===== config.mk =====
export PLATFORM = sky130hd
export DESIGN_NAME = drl_gate_array
export DESIGN_NICKNAME = d
export VERILOG_FILES = /design/src/rtl/drl_pkg.sv /design/src/rtl/drl_enc.sv /design/src/rtl/drl_dec.sv /design/src/rtl/drl_and.sv /design/src/rtl/drl_xor.sv /design/src/rtl/drl_not.sv /design/src/rtl/drl_lane.sv /design/src/rtl/drl_gate_array.sv
export SDC_FILE = /design/constraint.sdc
export NUM_CORES = 1
export LEC_CHECK = 0
export BUFFER_PORTS_ARGS = -buffer_cell sky130_fd_sc_hd__clkbuf_2
export CAP_MARGIN = 20
export CORE_ASPECT_RATIO = 0.6
export CORE_MARGIN = 1
export CORE_UTILIZATION = 45
export DETAILED_ROUTE_END_ITERATION = 12
export PLACE_DENSITY_LB_ADDON = 0.1
export SKIP_LAST_GASP = 1
export SLEW_MARGIN = 20
export SYNTH_ARGS = -nofsm -noshare
export SYNTH_HDL_FRONTEND = slang
export SYNTH_HIERARCHICAL = 1
export SYNTH_SLANG_ARGS = --single-unit
export TNS_END_PERCENT = 50

===== constraint.sdc =====
create_clock -name clk -period 1.8 [get_ports clk]
set_input_delay 0.09 -clock clk [delete_from_list [all_inputs] [get_ports clk]]
set_output_delay 0.09 -clock clk [all_outputs]
set_load 0.02 [all_outputs]

===== src/rtl/drl_pkg.sv =====
`timescale 1ns/1ps
// Shared types and codes for the dual-rail gate array.
// Assumes: bit [1] of a pair is the true rail, bit [0] the complement rail.
package drl_pkg;
    typedef logic [1:0] pair_t;

    localparam pair_t PAIR_ZERO = 2'b01;
    localparam pair_t PAIR_ONE  = 2'b10;
    localparam pair_t PAIR_ERR  = 2'b00;

    // Internal wires per gadget, and per lane (AND gadget then XOR gadget)
    localparam int GADGET_WIRES = 6;
    localparam int LANE_WIRES   = 2 * GADGET_WIRES;

    typedef enum logic [1:0] {
        OP_AND  = 2'd0,
        OP_XOR  = 2'd1,
        OP_NOT  = 2'd2,
        OP_PASS = 2'd3
    } op_t;
endpackage


===== src/rtl/drl_enc.sv =====
`timescale 1ns/1ps
// Encoder: converts a plain bit into a complementary pair.
// Assumes: nothing; the inverter sits only at this gadget's input side.
module drl_enc
    import drl_pkg::*;
(
    input  logic  bit_in,
    output pair_t pair_out
);
    // Fan the bit onto the true rail and invert it onto the complement rail
    always_comb begin
        pair_out = {bit_in, ~bit_in};
    end
endmodule


===== src/rtl/drl_dec.sv =====
`timescale 1ns/1ps
// Decoder: returns the logical bit of a pair.
// Assumes: the complement rail carries no extra information here.
module drl_dec
    import drl_pkg::*;
(
    input  pair_t pair_in,
    output logic  bit_out
);
    // The true rail alone gives the value
    always_comb begin
        bit_out = pair_in[1];
    end
endmodule


===== src/rtl/drl_and.sv =====
`timescale 1ns/1ps
// Encoded AND gadget: a monotone sum of products over the input rails.
// Assumes: inputs never carry 11. kill[w] pulls internal wire w to 0
// (wires 0..3 are product terms, 4 and 5 are the output rails).
module drl_and
    import drl_pkg::*;
(
    input  pair_t                   a,
    input  pair_t                   b,
    input  logic [GADGET_WIRES-1:0] kill,
    output pair_t                   y
);
    logic [3:0] term;

    // Product terms, one per valid input combination, each with its fault hook
    always_comb begin
        term[0] = (a[1] & b[1]) & ~kill[0];
        term[1] = (a[0] & b[1]) & ~kill[1];
        term[2] = (a[1] & b[0]) & ~kill[2];
        term[3] = (a[0] & b[0]) & ~kill[3];
    end

    // Output rails: true only for 1&1, complement for any other valid pair
    always_comb begin
        y[1] = term[0] & ~kill[4];
        y[0] = (term[1] | term[2] | term[3]) & ~kill[5];
    end


    always_comb begin
        if (a != 2'b11 && b != 2'b11) begin
            and_no_hot_chk: assert (y != 2'b11);
        end
    end


    always_comb begin
        if (a == PAIR_ERR || b == PAIR_ERR) begin
            and_err_prop_chk: assert (y == PAIR_ERR);
        end
    end
endmodule


===== src/rtl/drl_xor.sv =====
`timescale 1ns/1ps
// Encoded XOR gadget: a monotone sum of products over the input rails.
// Assumes: inputs never carry 11. kill[w] pulls internal wire w to 0
// (wires 0..3 are product terms, 4 and 5 are the output rails).
module drl_xor
    import drl_pkg::*;
(
    input  pair_t                   a,
    input  pair_t                   b,
    input  logic [GADGET_WIRES-1:0] kill,
    output pair_t                   y
);
    logic [3:0] term;

    // Product terms; 0 and 1 feed the true rail, 2 and 3 the complement rail
    always_comb begin
        term[0] = (a[1] & b[0]) & ~kill[0];
        term[1] = (a[0] & b[1]) & ~kill[1];
        term[2] = (a[1] & b[1]) & ~kill[2];
        term[3] = (a[0] & b[0]) & ~kill[3];
    end

    // Output rails: true when the values differ, complement when equal
    always_comb begin
        y[1] = (term[0] | term[1]) & ~kill[4];
        y[0] = (term[2] | term[3]) & ~kill[5];
    end


    always_comb begin
        if (a != 2'b11 && b != 2'b11) begin
            xor_no_hot_chk: assert (y != 2'b11);
        end
    end


    always_comb begin
        if (a == PAIR_ERR || b == PAIR_ERR) begin
            xor_err_prop_chk: assert (y == PAIR_ERR);
        end
    end
endmodule


===== src/rtl/drl_not.sv =====
`timescale 1ns/1ps
// Encoded NOT gadget: exchanges the two rails, no gates involved.
// Assumes: an error pair 00 stays 00 by construction.
module drl_not
    import drl_pkg::*;
(
    input  pair_t a,
    output pair_t y
);
    // Rail swap
    always_comb begin
        y = {a[0], a[1]};
    end
endmodule


===== src/rtl/drl_lane.sv =====
`timescale 1ns/1ps
// One lane: runs the AND, XOR and NOT gadgets in parallel and selects
// the result named by the operation code.
// Assumes: kill carries at most the fault mask for this lane's wires.
module drl_lane
    import drl_pkg::*;
(
    input  op_t                   op,
    input  pair_t                 a,
    input  pair_t                 b,
    input  logic [LANE_WIRES-1:0] kill,
    output pair_t                 y
);
    pair_t y_and;
    pair_t y_xor;
    pair_t y_not;

    drl_and u_and (
        .a    (a),
        .b    (b),
        .kill (kill[GADGET_WIRES-1:0]),
        .y    (y_and)
    );

    drl_xor u_xor (
        .a    (a),
        .b    (b),
        .kill (kill[LANE_WIRES-1:GADGET_WIRES]),
        .y    (y_xor)
    );

    drl_not u_not (
        .a (a),
        .y (y_not)
    );

    // Result select by operation code
    always_comb begin
        unique case (op)
            OP_AND:  y = y_and;
            OP_XOR:  y = y_xor;
            OP_NOT:  y = y_not;
            default: y = a;
        endcase
    end
endmodule


===== src/rtl/drl_gate_array.sv =====
`timescale 1ns/1ps
// Top: LANES dual-rail lanes plus an encoder row. Results, decoded bits
// and encoder pairs are registered once. A single internal wire,
// addressed by flt_idx = lane*12 + w, can be pulled to 0 for test.
// Assumes: operands never carry 11; synchronous active-low reset.
module drl_gate_array
    import drl_pkg::*;
#(
    parameter  int LANES = 4,
    localparam int NWIRE = LANES * LANE_WIRES,
    localparam int FIW   = (NWIRE > 1) ? $clog2(NWIRE) : 1
) (
    input  logic               clk,
    input  logic               rst_n,
    input  logic [LANES-1:0]   plain_in,
    input  logic [2*LANES-1:0] op_sel,
    input  logic [2*LANES-1:0] opa,
    input  logic [2*LANES-1:0] opb,
    input  logic               flt_en,
    input  logic [FIW-1:0]     flt_idx,
    output logic [2*LANES-1:0] enc_out,
    output logic [2*LANES-1:0] res_out,
    output logic [LANES-1:0]   res_bit
);
    logic [2*LANES-1:0] enc_d;
    logic [2*LANES-1:0] res_d;
    logic [LANES-1:0]   bit_d;

    for (genvar l = 0; l < LANES; l++) begin : g_lane
        logic [LANE_WIRES-1:0] kill;

        // Decode the fault address into this lane's kill mask
        always_comb begin
            for (int w = 0; w < LANE_WIRES; w++) begin
                kill[w] = flt_en && (int'(flt_idx) == l * LANE_WIRES + w);
            end
        end

        drl_lane u_lane (
            .op   (op_t'(op_sel[2*l +: 2])),
            .a    (opa[2*l +: 2]),
            .b    (opb[2*l +: 2]),
            .kill (kill),
            .y    (res_d[2*l +: 2])
        );

        drl_enc u_enc (
            .bit_in   (plain_in[l]),
            .pair_out (enc_d[2*l +: 2])
        );

        drl_dec u_dec (
            .pair_in  (res_d[2*l +: 2]),
            .bit_out  (bit_d[l])
        );


        rst_clear_chk: assert property (@(posedge clk)
            !rst_n |=> (res_out[2*l +: 2] == 2'b00 && enc_out[2*l +: 2] == 2'b00
                        && !res_bit[l]));


        res_no_hot_chk: assert property (@(posedge clk) disable iff (!rst_n)
            (opa[2*l +: 2] != 2'b11 && opb[2*l +: 2] != 2'b11)
            |=> res_out[2*l +: 2] != 2'b11);


        enc_pair_chk: assert property (@(posedge clk) disable iff (!rst_n)
            rst_n |=> enc_out[2*l +: 2] == {$past(plain_in[l]), ~$past(plain_in[l])});


        err_hold_chk: assert property (@(posedge clk) disable iff (!rst_n)
            (op_sel[2*l +: 2] <= 2'd1 && (opa[2*l +: 2] == 2'b00 || opb[2*l +: 2] == 2'b00))
            |=> res_out[2*l +: 2] == 2'b00);


        not_swap_chk: assert property (@(posedge clk) disable iff (!rst_n)
            (op_sel[2*l +: 2] == 2'd2)
            |=> res_out[2*l +: 2] == {$past(opa[2*l]), $past(opa[2*l+1])});
    end

    // Output register stage
    always_ff @(posedge clk) begin
        if (!rst_n) begin
            enc_out <= '0;
            res_out <= '0;
            res_bit <= '0;
        end else begin
            enc_out <= enc_d;
            res_out <= res_d;
            res_bit <= bit_d;
        end
    end
endmodule


== Word level (Yosys, flattened, before mapping) ==
Index checks and enable logic that the tools add are counted.

* Bits in registers: 20
* Word-level logic and storage cells: 247

* Eq/ne operators: 55
* Mux-type cells: 4
* Bitwise operators: 132
* Reduce and logical (&&, ||, !) cells: 53

{| class="wikitable"
|+ Operators with widths
! cell !! number
|-
| $eq 6x6->1 const B || 32
|-
| $and 1x1->1 || 64
|-
| $not 1->1 || 52
|-
| $eq 6x5->1 const B || 8
|-
| $logic_and 1x1->1 || 48
|-
| $eq 6x4->1 const B || 4
|-
| $pmux 2 s3 || 4
|-
| $or 1x1->1 || 16
|-
| $eq 6x3->1 const B || 2
|-
| $eq 2x1->1 const B || 4
|-
| $eq 2x2->1 const B || 4
|-
| $logic_not 2->1 || 4
|-
| $eq 6x2->1 const B || 1
|-
| $logic_not 6->1 || 1
|}

== Depth between registers and ports, before layout ==
* Depth in word-level cells: 8
* Mapped depth: 9
* Depth with buffers taken out: 7

== Cells and area by module ==
Netlist, hierarchy kept.

{| class="wikitable"
|+ Modules (own cells, without submodules)
! module !! instances !! cells an instance !! area an instance (um2)
|-
| drl_gate_array || 1 || 117 || 943.4
|-
| drl_lane || 4 || 2 || 52.6
|-
| drl_xor || 4 || 6 || 40.0
|-
| drl_and || 4 || 7 || 38.8
|-
| drl_not || 4 || 2 || 15.0
|-
| drl_enc || 4 || 2 || 11.3
|-
| drl_dec || 4 || 1 || 7.5
|}

== Worst setup path after synthesis ==
No wires, ideal clock.

* Path type: input -> register
* Start point: in flt_idx[4]
* End point: reg res_bit[0]
* Library setup time: 0.115 ns
* Data arrival time: 1.769 ns
* Data required time: 1.685 ns
* Slack: -0.084 ns
* Cell stages on the path: 9
* Buffers on the path: 3
* Cell sequence: or3b_1 -> buf_2 -> buf_2 -> nor2_1 -> nand3b_1 -> a21oi_1 -> mux4_1 -> buf_4 -> and2_1

* Longest elaborated chain between the ends: 7

{| class="wikitable"
|+ RTL lines
! item !! RTL line !! text
|-
| from (decl) || drl_gate_array.sv:20 || <nowiki>input logic [FIW-1:0] flt_idx,</nowiki>
|-
| $eq 6x4->1 || drl_gate_array.sv:35 || <nowiki>kill[w] = flt_en && (int'(flt_idx) == l * LANE_WIRES + w);</nowiki>
|-
| $logic_and 1x1->1 || drl_gate_array.sv:35 ||
|-
| named net g_lane[0].kill[6] || drl_gate_array.sv:30 || <nowiki>logic [LANE_WIRES-1:0] kill;</nowiki>
|-
| $not 1->1 || drl_xor.sv:17 || <nowiki>term[0] = (a[1] & b[0]) & ~kill[0];</nowiki>
|-
| $and 1x1->1 || drl_xor.sv:17 ||
|-
| $or 1x1->1 || drl_xor.sv:25 || <nowiki>y[1] = (term[0] | term[1]) & ~kill[4];</nowiki>
|-
| $and 1x1->1 || drl_xor.sv:25 ||
|-
| named net g_lane[0].u_lane.y_xor[1] || drl_lane.sv:15 || <nowiki>pair_t y_xor;</nowiki>
|-
| $pmux 2 s3 || drl_lane.sv:39 || <nowiki>unique case (op)</nowiki>
|-
| named net res_d[1] || drl_gate_array.sv:26 || <nowiki>logic [2*LANES-1:0] res_d;</nowiki>
|-
| to (signal assigned) || drl_gate_array.sv:91 || <nowiki>res_bit <= bit_d;</nowiki>
|-
| to (decl) || drl_gate_array.sv:23 || <nowiki>output logic [LANES-1:0] res_bit</nowiki>
|}

The timed path passes the listed nets, and every way through them passes these cells.
A chain may end at the register's enable or synchronous reset.

== Final worst setup path ==
* Start point: in flt_idx[1]
* End point: reg res_bit[1]

* Longest elaborated chain between the ends: 7

{| class="wikitable"
|+ RTL lines
! item !! RTL line !! text
|-
| $eq 6x6->1 || drl_gate_array.sv:35 ||
|-
| $logic_and 1x1->1 || drl_gate_array.sv:35 ||
|-
| named net g_lane[1].kill[7] || drl_gate_array.sv:30 ||
|-
| $not 1->1 || drl_xor.sv:18 || <nowiki>term[1] = (a[0] & b[1]) & ~kill[1];</nowiki>
|-
| $and 1x1->1 || drl_xor.sv:18 ||
|-
| $or 1x1->1 || drl_xor.sv:25 ||
|-
| $and 1x1->1 || drl_xor.sv:25 ||
|-
| named net g_lane[1].u_lane.y_xor[1] || drl_lane.sv:15 ||
|-
| $pmux 2 s3 || drl_lane.sv:39 ||
|-
| named net res_d[3] || drl_gate_array.sv:26 ||
|}

The timed path passes the listed nets, and every way through them passes these cells.

==> implementation parameters <==
Parameter                              Value

Critical path
  Launching instance or port of the critical path    flt_idx[1]
  Critical Path Source Type    input port
  Number of buffer and inverter instances along the worst setup path    2
  Critical path's largest stage delay    0.55 ns
  Cell-by-cell trace of the critical path    clkbuf_2 > buf_4 > nand2_1 > nor4_1 > nand3b_1 > a21oi_1 > mux4_1 > and2_1
  Cell with the biggest individual delay on the critical path    sky130_fd_sc_hd__mux4_1
  Top cell family by delay on the critical path    simple AND/OR/NAND/NOR gates
  Worst Path Arrival    between 1.5 and 2 ns
  Worst Path Max Fanout    9
  Worst Setup Path Type    input port to flop
  Required time of the critical path    around 2.0 ns
  Critical path endpoint category    flop

STA
  Final count of negative-setup-slack endpoints    0
  Hold violation count in the final report    0
  Final Max Slew Viols    0
  Worst hold margin    ~0.055 ns
  Accumulated negative setup slack    0 ns
  Min Clock Period, post-route    between 1.5 and 2 ns
  Remaining max-slew budget at the tightest pin    between 70% and 80%
  Setup repair after global routing missed its margin    yes
  Final Cycle Share    98.89%
  Transition at the pin with the smallest max-transition slack    0.4123 ns
  Fmax    ~560 MHz

Pwr
  Post-layout total power    between 0.001 and 0.0015 W
  Worst supply voltage drop on vdd    between 0.4 and 0.5 mV
  Total power density per cell area    ~610 mW/mm²
  Leakage    approximately 0.9 nW

Outcome
  Outcome    complete, no violations

CTS
  Number of H-tree levels    1
  Number of sinks on the clock net    20
  Clock-pin slew of the registers on the worst-case setup and hold paths    0.08 ns
  Setup Buffers After CTS    0
  TritonCTS clock tree    done
  Clk Tree Root Cell    sky130_fd_sc_hd__clkbuf_8
  Maximum buffer depth of the clock tree    2
  Inserted Clock Buffers    3

Synthesis
  Share of synthesized cell area in and, or, nand and nor gates    approximately 46%
  Warning count from the yosys run    6
  Mean area per synthesized cell    8.142 µm²
  Cells after Synth    197
  Synth Cell Area    0.001604 mm²
  Dominant combinational cell family by area after synthesis    simple AND/OR/NAND/NOR gates
  Synth Area in XOR/XNOR    0%
  Mux cell area share after synthesis    approximately an eighth
  Fraction of the mapped netlist area in compound gates    under 10%
  Count of unique library cells instantiated by Yosys    22
  Adder-cell share of the synthesized area    0%
  Proportion of synthesized chip area in sequential cells    roughly a quarter
  Post-synthesis net count    between 200 and 250
  Share of the synthesized area in the top cell type    24.96%
  Cell taking the most area after synthesis    sky130_fd_sc_hd__dfxtp_1
  Most area-consuming cells after synthesis    sky130_fd_sc_hd__dfxtp_1 25%, sky130_fd_sc_hd__mux4_1 13%, sky130_fd_sc_hd__nand3b_1 10%, sky130_fd_sc_hd__nor2_1 9.8%, sky130_fd_sc_hd__and2_1 7.8%
  Total of flip-flops plus latches after synthesis    20

Floorplan
  Placement Rows    16
  Effective utilization at floorplan    48.27%
  Die boundary height    slightly below 50 µm
  Die width    a little under 80 µm
  Count of pins on the block boundary    between 50 and 60
  Floorplan die area    0.003815 mm²
  Floorplan core area    approximately 0.0033 mm²

Cells and area
  Share of layout cells above drive strength 1    36.43%
  Design Area, Final    just over 0.002 mm²
  Fillcell total    between 300 and 400
  Antenna cell count    0
  Total number of nets in the final design    296
  End-of-flow core utilization    62.01%
  Synth-to-layout area growth    28.47%

Drt
  Detailed Route Iter0 Violations    between 60 and 70
  Number of nets with antenna violations after detailed routing    0
  Routed via count    1,635
  Wirelength, routed    between 4 and 5 mm
  Detail-routed via count per cell    5.396
  Wire per inst    14.78 µm
  Number of design rule violations left after detail routing    0
  Number of optimization iterations in the first detailed-route pass    4

GRT
  Vias in the first global route    ~1.4k
  Pin count of the biggest net entering global routing    21
  Antenna violations before repair    0
  Gr ovfl total    0
  Total GRT Usage    23.02%
  Wire length of the first global-routing pass    between 6 and 7 mm

Hold path
  Worst hold-check path type    input port to flop
  Min-delay src    plain_in[2]

Place
  Number of buffer cells added on primary ports    56
  HPWL Detailed    3.602 mm
  Area after DPL    between 0.0015 and 0.002 mm²
  Global placement routability congestion    0.8585

Run
  Maxcap violations    0
## power breakdown
group	leakage (nW)	internal (W)	total [W]	switching [W]
Sequential	0.166	0.000474	0.000481	0.00000767
Combinational	0.699	0.000162	0.000341	0.000179
Clock	0.0357	0.000296	0.000444	0.000147
## registers in the layout (all words and copies together), names as in the netlist
name	cells
res_out	8
enc_out	8
res_bit	4
## cell type report
type	count	area [µm²]	share of cell area, %
clock buffers	3	41.29	2.004
clock inverters	1	30.03	1.457
inverters	4	15.01	0.7286
multi-input cells	147	1035	50.21
flip-flops and latches	20	400.4	19.43
well taps	45	56.30	2.732
repair buffers	83	483.0	23.44
## placed cells by master, fill, tap and decap left out
| cell type | count |
|---|---|
| sky130_fd_sc_hd__dfxtp_1 | 20 |
| sky130_fd_sc_hd__nand4_1 | 1 |
| sky130_fd_sc_hd__inv_1 | 4 |
| sky130_fd_sc_hd__or4b_1 | 1 |
| sky130_fd_sc_hd__nor4_2 | 2 |
| sky130_fd_sc_hd__nand4b_1 | 4 |
| sky130_fd_sc_hd__a21oi_1 | 12 |
| sky130_fd_sc_hd__and2_1 | 20 |
| sky130_fd_sc_hd__buf_4 | 27 |
| sky130_fd_sc_hd__or3b_1 | 1 |
| sky130_fd_sc_hd__nand2_1 | 6 |
| sky130_fd_sc_hd__nor3_1 | 4 |
| sky130_fd_sc_hd__clkbuf_8 | 3 |
| sky130_fd_sc_hd__bufinv_16 | 1 |
| sky130_fd_sc_hd__nor2b_1 | 8 |
| sky130_fd_sc_hd__mux4_2 | 1 |
| sky130_fd_sc_hd__nand3b_1 | 22 |
| sky130_fd_sc_hd__clkbuf_2 | 56 |
| sky130_fd_sc_hd__nor4_1 | 4 |
| sky130_fd_sc_hd__mux4_1 | 7 |
| sky130_fd_sc_hd__or4b_4 | 3 |
| sky130_fd_sc_hd__nand4bb_1 | 4 |
| sky130_fd_sc_hd__or4_4 | 1 |
| sky130_fd_sc_hd__o21ai_1 | 4 |
| sky130_fd_sc_hd__nor2_1 | 42 |
## Yosys cell counts
master / instances
sky130_fd_sc_hd__a21oi_1: 12
sky130_fd_sc_hd__clkbuf_1: 4
sky130_fd_sc_hd__nor2_1: 42
sky130_fd_sc_hd__nand2_1: 6
sky130_fd_sc_hd__nand4bb_1: 4
sky130_fd_sc_hd__buf_4: 16
sky130_fd_sc_hd__or4b_1: 4
sky130_fd_sc_hd__nor3_1: 4
sky130_fd_sc_hd__nand4b_1: 4
sky130_fd_sc_hd__nand3b_1: 22
sky130_fd_sc_hd__inv_1: 4
sky130_fd_sc_hd__nor4_1: 4
sky130_fd_sc_hd__nor2b_1: 8
sky130_fd_sc_hd__and2_1: 20
sky130_fd_sc_hd__dfxtp_1: 20
sky130_fd_sc_hd__or4_1: 1
sky130_fd_sc_hd__or3b_1: 1
sky130_fd_sc_hd__buf_2: 6
sky130_fd_sc_hd__mux4_1: 8
sky130_fd_sc_hd__nand4_1: 1
sky130_fd_sc_hd__o21ai_1: 4
sky130_fd_sc_hd__nor4_2: 2
## stage by stage
step	setup WS [ns]	std cells
floorplan	0.01233	197
global placement	-0.1846	299
detailed placement	-0.2315	299
CTS	0.04448	303
global route	-0.01774	303
finish	0.02005	303
## path summary, 6_finish.rpt
path,to,slack [ns],depth (start not counted)
worst min-delay path,enc_out[5],0.05,2
worst max-delay path,res_bit[1],0.02,8
## what timing repair did
action | 4_1_cts | 5_1_grt
resized for setup | 0 | 4
hold buffers | 0 | 0
endpoints found under the setup margin | 0 | 7
## kinds of logic after synthesis
family,Yosys count
buffers and inverters,30
multiplexers,8
AND/OR/NAND/NOR,123
AO/OA/AOI/OAI,16
flip-flops,20
## metal layers
layer	share of wire [%]	global-route usage (%)
met5	0	0
met4	1.3	5.091
met3	6.5	4.299
met2	46	41.38
met1	46	29.92
Power figures use the tool's default switching activity.
